$ cat src/rtl/i2c_blk_pkg.sv
package i2c_blk_pkg;
    typedef enum logic [2:0] {
        ST_IDLE,
        ST_ADDR,
        ST_WDATA,
        ST_ACK,
        ST_TX,
        ST_RACK
    } xfer_state_t;
endpackage

$ cat src/rtl/i2c_line_cond.sv
module i2c_line_cond #(
    parameter int SYNC_STAGES = 2
) (
    input  logic clk_i,
    input  logic rst_ni,
    input  logic scl_i,
    input  logic sda_i,
    output logic scl_o,
    output logic scl_rise_o,
    output logic scl_fall_o,
    output logic sda_o,
    output logic start_o,
    output logic stop_o
);
    localparam int LINES = 2;

    logic [LINES-1:0] raw;
    logic [LINES-1:0] synced;
    logic [LINES-1:0] prev_q;

    assign raw = {sda_i, scl_i};

    for (genvar g = 0; g < LINES; g++) begin : g_sync
        logic [SYNC_STAGES-1:0] chain_q;
        always_ff @(posedge clk_i or negedge rst_ni) begin
            if (!rst_ni) chain_q <= '1;
            else         chain_q <= {chain_q[SYNC_STAGES-2:0], raw[g]};
        end
        assign synced[g] = chain_q[SYNC_STAGES-1];
    end

    always_ff @(posedge clk_i or negedge rst_ni) begin
        if (!rst_ni) prev_q <= '1;
        else         prev_q <= synced;
    end

    assign scl_o      = synced[0];
    assign sda_o      = synced[1];
    assign scl_rise_o = synced[0] & ~prev_q[0];
    assign scl_fall_o = ~synced[0] & prev_q[0];
    // SDA edges with SCL steadily high
    assign start_o    = synced[0] & prev_q[0] & prev_q[1] & ~synced[1];
    assign stop_o     = synced[0] & prev_q[0] & ~prev_q[1] & synced[1];
endmodule

$ cat src/rtl/cfg_bank.sv
module cfg_bank #(
    parameter int                    NUM_REGS  = 7,
    parameter logic [NUM_REGS*8-1:0] CFG_RESET = '0,
    localparam int                   AW        = $clog2(NUM_REGS)
) (
    input  logic                  clk_i,
    input  logic                  rst_ni,
    input  logic                  we_i,
    input  logic [AW-1:0]         waddr_i,
    input  logic [7:0]            wdata_i,
    input  logic [AW-1:0]         raddr_i,
    output logic [7:0]            rdata_o,
    output logic [NUM_REGS*8-1:0] cfg_o
);
    logic [NUM_REGS-1:0][7:0] regs_d, regs_q;

    always_comb begin
        regs_d = regs_q;
        if (we_i) regs_d[waddr_i] = wdata_i;
    end

    always_ff @(posedge clk_i or negedge rst_ni) begin
        if (!rst_ni) regs_q <= CFG_RESET;
        else         regs_q <= regs_d;
    end

    assign rdata_o = regs_q[raddr_i];
    assign cfg_o   = regs_q;

    // no write strobe ever points past the last register
    assert_wr_in_range_R6: assert property (@(posedge clk_i) disable iff (!rst_ni)
        we_i |-> (int'(waddr_i) < NUM_REGS));

    // register contents move only on a write strobe
    assert_hold_without_write_R5: assert property (@(posedge clk_i) disable iff (!rst_ni)
        !we_i |=> $stable(cfg_o));
endmodule

$ cat src/rtl/i2c_blk_slave.sv
module i2c_blk_slave
    import i2c_blk_pkg::*;
#(
    parameter int                    NUM_REGS    = 7,
    parameter logic [6:0]            DEV_ADDR    = 7'h69,
    parameter int                    SYNC_STAGES = 2,
    parameter logic [NUM_REGS*8-1:0] CFG_RESET   = 56'h5A0FFF00C3813C
) (
    input  logic                  clk_i,
    input  logic                  rst_ni,
    input  logic                  scl_i,
    input  logic                  sda_i,
    output logic                  sda_oe_o,
    output logic [NUM_REGS*8-1:0] cfg_o
);
    localparam int                AW       = $clog2(NUM_REGS);
    localparam int                IDXW     = $clog2(NUM_REGS + 3);
    localparam logic [IDXW-1:0]   W_LIMIT  = IDXW'(NUM_REGS + 2);
    localparam logic [IDXW-1:0]   W_HDR    = IDXW'(2);
    localparam logic [IDXW-1:0]   R_LAST   = IDXW'(NUM_REGS);
    localparam logic [IDXW-1:0]   R_SAT    = IDXW'(NUM_REGS + 1);
    localparam logic [7:0]        CNT_BYTE = 8'(NUM_REGS);

    typedef struct packed {
        xfer_state_t     st;
        logic [3:0]      bitcnt;
        logic [7:0]      sh;
        logic            oe;
        logic            rd;
        logic            mack;
        logic [IDXW-1:0] widx;
        logic [IDXW-1:0] ridx;
    } ctx_t;

    ctx_t ctx_d, ctx_q;

    logic scl_s, sda_s, scl_rise, scl_fall, start_w, stop_w;
    logic we;
    logic [AW-1:0] waddr, raddr;
    logic [7:0] rdata, tx_byte;
    logic [IDXW-1:0] ridx_inc;

    i2c_line_cond #(.SYNC_STAGES(SYNC_STAGES)) cond_i (
        .clk_i      (clk_i),
        .rst_ni     (rst_ni),
        .scl_i      (scl_i),
        .sda_i      (sda_i),
        .scl_o      (scl_s),
        .scl_rise_o (scl_rise),
        .scl_fall_o (scl_fall),
        .sda_o      (sda_s),
        .start_o    (start_w),
        .stop_o     (stop_w)
    );

    cfg_bank #(.NUM_REGS(NUM_REGS), .CFG_RESET(CFG_RESET)) bank_i (
        .clk_i   (clk_i),
        .rst_ni  (rst_ni),
        .we_i    (we),
        .waddr_i (waddr),
        .wdata_i (ctx_q.sh),
        .raddr_i (raddr),
        .rdata_o (rdata),
        .cfg_o   (cfg_o)
    );

    // Byte to send next: count first, then registers, then filler
    assign raddr    = AW'(ctx_q.ridx - IDXW'(1));
    assign ridx_inc = (ctx_q.ridx == R_SAT) ? R_SAT : ctx_q.ridx + IDXW'(1);
    always_comb begin
        if (ctx_q.ridx == '0)         tx_byte = CNT_BYTE;
        else if (ctx_q.ridx <= R_LAST) tx_byte = rdata;
        else                           tx_byte = 8'hFF;
    end

    assign waddr = AW'(ctx_q.widx - W_HDR);

    always_comb begin
        ctx_d = ctx_q;
        we    = 1'b0;
        if (start_w) begin
            ctx_d.st     = ST_ADDR;
            ctx_d.bitcnt = '0;
            ctx_d.oe     = 1'b0;
        end else if (stop_w) begin
            ctx_d.st     = ST_IDLE;
            ctx_d.bitcnt = '0;
            ctx_d.oe     = 1'b0;
        end else begin
            unique case (ctx_q.st)
                ST_ADDR, ST_WDATA: begin
                    if (scl_rise) begin
                        ctx_d.sh     = {ctx_q.sh[6:0], sda_s};
                        ctx_d.bitcnt = ctx_q.bitcnt + 4'd1;
                    end else if (scl_fall && ctx_q.bitcnt == 4'd8) begin
                        ctx_d.bitcnt = '0;
                        if (ctx_q.st == ST_ADDR) begin
                            if (ctx_q.sh[7:1] == DEV_ADDR) begin
                                ctx_d.oe   = 1'b1;
                                ctx_d.rd   = ctx_q.sh[0];
                                ctx_d.widx = '0;
                                ctx_d.ridx = '0;
                                ctx_d.st   = ST_ACK;
                            end else begin
                                ctx_d.st = ST_IDLE;
                            end
                        end else begin
                            ctx_d.st = ST_ACK;
                            if (ctx_q.widx < W_LIMIT) begin
                                ctx_d.oe   = 1'b1;
                                ctx_d.widx = ctx_q.widx + IDXW'(1);
                                we         = (ctx_q.widx >= W_HDR);
                            end
                        end
                    end
                end
                ST_ACK: begin
                    if (scl_fall) begin
                        if (ctx_q.rd) begin
                            ctx_d.sh   = tx_byte;
                            ctx_d.oe   = ~tx_byte[7];
                            ctx_d.ridx = ridx_inc;
                            ctx_d.st   = ST_TX;
                        end else begin
                            ctx_d.oe = 1'b0;
                            ctx_d.st = ST_WDATA;
                        end
                    end
                end
                ST_TX: begin
                    if (scl_fall) begin
                        if (ctx_q.bitcnt == 4'd7) begin
                            ctx_d.oe     = 1'b0;
                            ctx_d.bitcnt = '0;
                            ctx_d.st     = ST_RACK;
                        end else begin
                            ctx_d.sh     = {ctx_q.sh[6:0], 1'b0};
                            ctx_d.oe     = ~ctx_q.sh[6];
                            ctx_d.bitcnt = ctx_q.bitcnt + 4'd1;
                        end
                    end
                end
                ST_RACK: begin
                    if (scl_rise) begin
                        ctx_d.mack = ~sda_s;
                    end else if (scl_fall) begin
                        if (ctx_q.mack) begin
                            ctx_d.sh   = tx_byte;
                            ctx_d.oe   = ~tx_byte[7];
                            ctx_d.ridx = ridx_inc;
                            ctx_d.st   = ST_TX;
                        end else begin
                            ctx_d.st = ST_IDLE;
                        end
                    end
                end
                default: ;
            endcase
        end
    end

    always_ff @(posedge clk_i or negedge rst_ni) begin
        if (!rst_ni) begin
            ctx_q <= '{st: ST_IDLE, bitcnt: '0, sh: '0, oe: 1'b0, rd: 1'b0,
                       mack: 1'b0, widx: '0, ridx: '0};
        end else begin
            ctx_q <= ctx_d;
        end
    end

    assign sda_oe_o = ctx_q.oe;

    // a STOP seen on the bus releases SDA on the next cycle
    assert_stop_releases_R10: assert property (@(posedge clk_i) disable iff (!rst_ni)
        stop_w |=> !sda_oe_o);

    // a START seen on the bus releases SDA on the next cycle
    assert_start_releases_R10: assert property (@(posedge clk_i) disable iff (!rst_ni)
        start_w |=> !sda_oe_o);

    // SDA drive begins only while the synchronised SCL is low
    assert_drive_scl_low_R11: assert property (@(posedge clk_i) disable iff (!rst_ni)
        (sda_oe_o && !$past(sda_oe_o)) |-> !scl_s);
endmodule

$ cat config.mk
export PLATFORM = sky130hd
export DESIGN_NAME = i2c_blk_slave
export DESIGN_NICKNAME = d
export VERILOG_FILES = /design/src/rtl/i2c_blk_pkg.sv /design/src/rtl/i2c_line_cond.sv /design/src/rtl/cfg_bank.sv /design/src/rtl/i2c_blk_slave.sv
export SDC_FILE = /design/constraint.sdc
export NUM_CORES = 1
export LEC_CHECK = 0
export CAP_MARGIN = 20
export CORE_MARGIN = 10
export CORE_UTILIZATION = 35
export DETAILED_ROUTE_END_ITERATION = 6
export PLACE_DENSITY = 0.61
export SYNTH_ARGS = -nofsm -noshare
export SYNTH_HDL_FRONTEND = slang
export SYNTH_SLANG_ARGS = --single-unit
$ cat constraint.sdc
create_clock -name clk_i -period 2.3 [get_ports clk_i]
set_input_delay 0.575 -clock clk_i [delete_from_list [all_inputs] [get_ports clk_i]]
set_output_delay 0.575 -clock clk_i [all_outputs]
set_load 0.02 [all_outputs]
==> results.tsv, run 1 <==
metric	value	unit
status	finished clean	
clock power share	0.286	
H-tree levels	3	
postcts setup bufs	0	
CTS tree	done	
via density per instance	5.362	
syn_area_per_cell	11.89	um^2
total grt overflow	0	
synth top area cells	dfrtp_1 (29%), dfstp_2 (18%), mux2_2 (16%)	
Syn Std Cell Area	0.004791	mm^2
area leader, netlist	dfrtp_1	
Distinct cells, synth	71	
share of power burned in registers	0.336	
DPL Wire Length	9.490	mm
register area	0.002242	mm^2
Max VDD drop	0.4085	mV
FF-to-FF Start	ctx_q[1]	
# diodes	0	
largest net degree at the start of global routing	44	
area occupied by multi-input gates	0.002397	mm^2
worst skew pair latency	0.34	ns
layout cells sized above 1	0.3691	
Lkg Pwr	2.542	nW
Worst Setup SP	ctx_q[1]	
CP Capture Type	register	
Logic pwr share	0.378	
Worst-path clk slew	0.07	ns
die width	137.0	um
clk root buf	clkbuf_16	
sequential-to-total area share from yosys stat	0.4680	
final hold viol count	0	
Syn Nets	414	
Async SR Flop Fraction	1.000	
Min-Delay Path Class	in2async	
skew final	0.009464	ns
Wirelength per Cell	19.41	um
Setup Viol. Count Final	0	
nature of the critical path startpoint	register	
drt drc	0	
reg2reg setup slack	0.17	ns
P_sw	1.959	mW
crit path DAT	2.35	ns
CTS Buf Count	9	
number of global-route vias before repair	3749	
Starting Density	0.3589	
Tcrit/Tclk final	0.9248	
IO Count	61	
post-cts gate resize count	2	
final WL	12.83	mm
critical setup path kind	reg2reg	
Worst Path Max Fanout	13	
post-route ant nets	0	
total track usage	0.1429	
clock sinks	88	
input/output buffers	60	
core area	0.01335	mm^2
GP Congestion	0.8665	
internal power	3.459	mW
placed insts	645	
fin cells	661	
Die Y-Extent	137.0	um
CTS Hold Buffers Added	0	
die area	0.01877	mm^2
RSZ-0062 raised after global routing	false	
number of synthesized flops with an enable pin	0	
Post-Syn Instances	403	
min cycle time layout	2.127	ns
Sw Ratio	0.3616	
maximum buffer depth of the clock tree	2	
row count	42	
most common cell in the netlist	mux2_2	
Req. time, crit path	2.53	ns
vias	3544	
Pins Over Slew Limit	0	
register bit total from synthesis	88	
Max-slew headroom	0.6483	
Post-synth top cells	mux2_2 (70), dfrtp_1 (56), dfstp_2 (32)	
Tightest Pin Transition	0.5256	ns
First-pass DRT Iterations	4	
PwrDens	883.2	mW/mm^2
initial antenna violation count	0	
Fillers	1279	
Ys Warns	0	
Synth top area share	0.2925	
Max Clock Freq	0.4701	GHz
post-route setup TNS	0	ns
first-pass GRT wire length	21.27	mm
DR iter-0 viols	225	
Nets	491	
Top FF cell, synth	dfrtp_1	
max_cap viols	0	
area growth from synthesis to layout	28.05	%
placed cells by master (no fill, tap or decap), types with 2 or more instances in the layout:
cell type,instances
nor2b_1,8
dfrtp_1,56
dfstp_2,32
mux2_2,70
nand2_1,17
clkinvlp_4,2
nand3_1,2
inv_1,10
o21ai_1,2
nor3_1,9
nor2_1,14
or3_1,3
ha_1,7
o211ai_1,2
a211o_1,2
buf_4,28
o22ai_1,3
clkbuf_16,9
a21oi_1,23
o21ai_0,20
o221ai_1,2
xnor2_1,3
xor2_1,2
a22oi_1,4
o31ai_1,5
buf_12,6
mux2i_1,6
clkdlybuf4s50_1,59
a211oi_1,7
nand2b_1,4
nor4_4,2
nand3b_1,5
nand4_4,2
inv_6,2
nand4bb_1,2
a221o_1,5
a31oi_1,2
mux4_2,8
final timing paths:
check	cells past startpoint	endpoint
min	1	sda_oe_o
max reg2reg	8	ctx_q[16]
min in group clk_i	0	cond_i.g_sync[0].chain_q[1]
max in group asynchronous	2	bank_i.cfg_o[16]
min reg2reg	0	cond_i.g_sync[0].chain_q[1]
max	8	ctx_q[16]
stage by stage:
| stage | hold slack, ns | total power, mW | instance area [um^2] | worst slack (ns) | util |
|---|---|---|---|---|---|
| 2_1_floorplan | 0.2794 | 3.188 | 4795 | 0.04959 | - |
| 3_3_place_gp | 0.3461 | 3.858 | 5801 | 0.05449 | 0.4346 |
| 3_5_place_dp | 0.3495 | 3.890 | 5801 | -0.02641 | 0.4346 |
| 4_1_cts | 0.1638 | 5.451 | 6131 | 0.06073 | 0.4593 |
| 5_1_grt | 0.1763 | 5.768 | 6135 | 0.001221 | 0.4596 |
| 6_report | 0.1509 | 5.418 | 6135 | 0.1729 | 0.4596 |
per-layer routing:
metal  global-route usage  wire [um]
met1               0.1932       5809
met5                    0          0
met4              0.03806         87
met2               0.2241       6322
met3              0.03299        610
sequential cells by signal, summed over array words and instances (netlist names):
register / count
bank_i.cfg_o: 56
cond_i.g_sync.chain_q: 4
cond_i.prev_q: 2
ctx_q: 25
sda_oe_o: 1
cell type report:
class | instances | share of cell area
flip-flops and latches | 88 | 0.3655
clock inverters | 6 | 0.01203
multi-input cells | 277 | 0.3908
repair buffers | 93 | 0.1501
clock buffers | 10 | 0.03896
inverters | 11 | 0.006731
well taps | 176 | 0.03590
power by group through the flow:
stage	logic (mW)	registers, mW	clock network [mW]
2_1_floorplan	1.42	1.77	0
3_3_place_gp	2.02	1.84	0
3_5_place_dp	2.04	1.85	0
4_1_cts	2.05	1.82	1.58
5_1_grt	2.28	1.85	1.64
6_report	2.05	1.82	1.55
logic make-up after synthesis:
kind of cell	after synthesis	share of synthesized area
compound gates	88	0.1212
xor+xnor	5	0.009142
fa+ha+maj	7	0.01828
buf+inv	38	0.03604
flops	88	0.4680
mux	85	0.2170
simple gates	92	0.1303
critical path, stage by stage (launching register included):
cell     delay (ns)
dfrtp_1        0.41
inv_1          0.08
ha_1           0.46
buf_12         0.18
mux4_2         0.28
nor3_1         0.16
a211o_1        0.12
o21ai_0        0.06
mux2_2         0.26
Power figures use the tool's default switching activity.
==> inputs of run 2 (changes only) <==
- CORE_UTILIZATION: 35 -> 46
- PLACE_DENSITY: 0.61 -> 0.75
==> run 2 against run 1 <==
Non-clock buffer count increased by 2. First-iteration DRC count decreased by 12%. Hold slack got worse by 0.0079 ns. Critical path type unchanged.
==> results.tsv, run 2 (same netlist as run 1, synthesis figures left out) <==
metric	value	unit	change
via density per instance	5.917		+10%
clock sinks	88		unchanged
Worst-path clk slew	0.11	ns	+0.04 ns
maximum buffer depth of the clock tree	2		unchanged
placed insts	607		-5.9%
crit-path cells	nand2b_1 -> a21oi_4 -> a221o_1 -> nand3b_4 -> mux2_2		
post-cts gate resize count	3		+1
largest net degree at the start of global routing	38		-14%
core area	0.01023	mm^2	-23%
hold slack final	0.1430	ns	-0.007903 ns
Setup Viol. Count Final	0		unchanged
Largest register FFs	56		unchanged
area growth from synthesis to layout	23.56	%	
total grt overflow	0		unchanged
IO Count	61		unchanged
Wirelength per Cell	20.84	um	+7.3%
Max Clock Freq	0.4489	GHz	-4.5%
total track usage	0.1765		+0.03366
Worst Path Max Fanout	12		-1
post-route setup TNS	0	ns	unchanged
worst skew pair latency	0.37	ns	+0.03 ns
layout cells sized above 1	0.3717		+0.002591
die area	0.01490	mm^2	-21%
input/output buffers	60		unchanged
commonest non-fill, non-tap cell in the layout	mux2_2		
# diodes	0		unchanged
DR iter-0 viols	198		-12%
Top delay family on crit path	flip-flops		
Tightest Pin Transition	0.5761	ns	+0.05054 ns
Req. time, crit path	2.56	ns	+0.03 ns
Min-Delay Path Class	in2async		
die width	122.1	um	-11%
crit path DAT	2.49	ns	+0.14 ns
max_cap viols	0		unchanged
fin cells	623		-5.7%
Nets	493		+0.41%
RSZ-0062 raised after global routing	false		
first-pass GRT wire length	20.87	mm	-1.9%
Lkg Pwr	2.524	nW	-0.69%
status	finished clean		
critical setup path kind	reg2reg		
vias	3686		+4.0%
post-route ant nets	0		unchanged
DPL Wire Length	9.503	mm	+0.14%
Fillers	869		-32%
CP Capture Type	register		
final hold viol count	0		unchanged
postcts setup bufs	0		unchanged
CTS tree	done		
H-tree levels	3		unchanged
drt drc	0		unchanged
skew final	0.01067	ns	+0.001206 ns
PwrDens	834.9	mW/mm^2	-5.5%
WP depth	5		-3
commonest cells after routing, fill and taps aside	mux2_2 (70), clkdlybuf4s50_1 (59), dfrtp_1 (56)		
Pins Over Slew Limit	0		unchanged
initial antenna violation count	0		unchanged
number of global-route vias before repair	3717		-0.85%
CTS Buf Count	9		unchanged
Reg2Reg Depth	5		-3
First-pass DRT Iterations	5		+1
Crit-path slowest cell	dfrtp_1		
row count	37		-12%
WP buf/inv	0		-2
GP Congestion	0.9107		+5.1%
clk root buf	clkbuf_8		
Max VDD drop	0.4388	mV	+7.4%
Max-slew headroom	0.6151		-0.03323
Starting Density	0.4683		+0.1093
min cycle time layout	2.228	ns	+0.1005 ns
final WL	12.98	mm	+1.2%
Tcrit/Tclk final	0.9685		+0.04367
nature of the critical path startpoint	register		
CP peak stage delay	0.62	ns	+0.16 ns
Die Y-Extent	122.1	um	-11%
CTS Hold Buffers Added	0		unchanged
[run 2: cell types whose count changed in the layout (fill, tap and decap cells not counted), sizes merged]
cell      change
inv           +2
clkinvlp      -2
buf           +2
clkbuf        -1
bufinv        -1
clkinv        +2
[run 2: layout make-up]
cell class / instances / area (um^2) / area share
Inverter: 11 / 41.29 / 0.006975
Clock buffer: 9 / 123.9 / 0.02093
Multi-Input combinational cell: 277 / 2402 / 0.4058
Clock inverter: 7 / 66.31 / 0.01120
Sequential cell: 88 / 2242 / 0.3788
Tap cell: 136 / 170.2 / 0.02875
Timing Repair Buffer: 95 / 873.3 / 0.1475
[run 2: final timing paths]
kind	startpoint	end	slack, ns
setup / recovery	ctx_q[24]	ctx_q[12]	0.07
hold / removal	rst_ni	ctx_q[21]	0.14
setup reg to reg	ctx_q[24]	ctx_q[12]	0.07
hold reg to reg	cond_i.g_sync[1].chain_q[0]	cond_i.g_sync[1].chain_q[1]	0.36
max in group asynchronous	rst_ni	bank_i.cfg_o[16]	1.45
min in group clk_i	cond_i.g_sync[1].chain_q[0]	cond_i.g_sync[1].chain_q[1]	0.36
[run 2: power breakdown]
group | total (mW) | internal [mW] | switching (mW)
Combinational | 2.01 | 0.849 | 1.17
Sequential | 1.85 | 1.67 | 0.173
Clock | 1.08 | 0.424 | 0.658
Total | 4.94 | 2.95 | 2.00
[run 2: stage by stage]
stage               setup slack (ns)  area [um^2]  power, mW  utilization
floorplan                    0.04959         4795      3.188            -
global placement            0.007313         5703      3.794       0.5574
detailed placement          -0.09808         5703      3.848       0.5574
CTS                          0.02177         5913      4.929       0.5780
global route                0.001110         5919      5.232       0.5786
finish                       0.07242         5919      4.942       0.5786
[run 2: metal layers]
layer | wire length (um) | global-route usage | part of all wire
met2 | 6093 | 0.2769 | 0.47
met4 | 206 | 0.04713 | 0.016
met5 | 0 | 0 | 0
met3 | 953 | 0.05597 | 0.073
met1 | 5728 | 0.2310 | 0.44
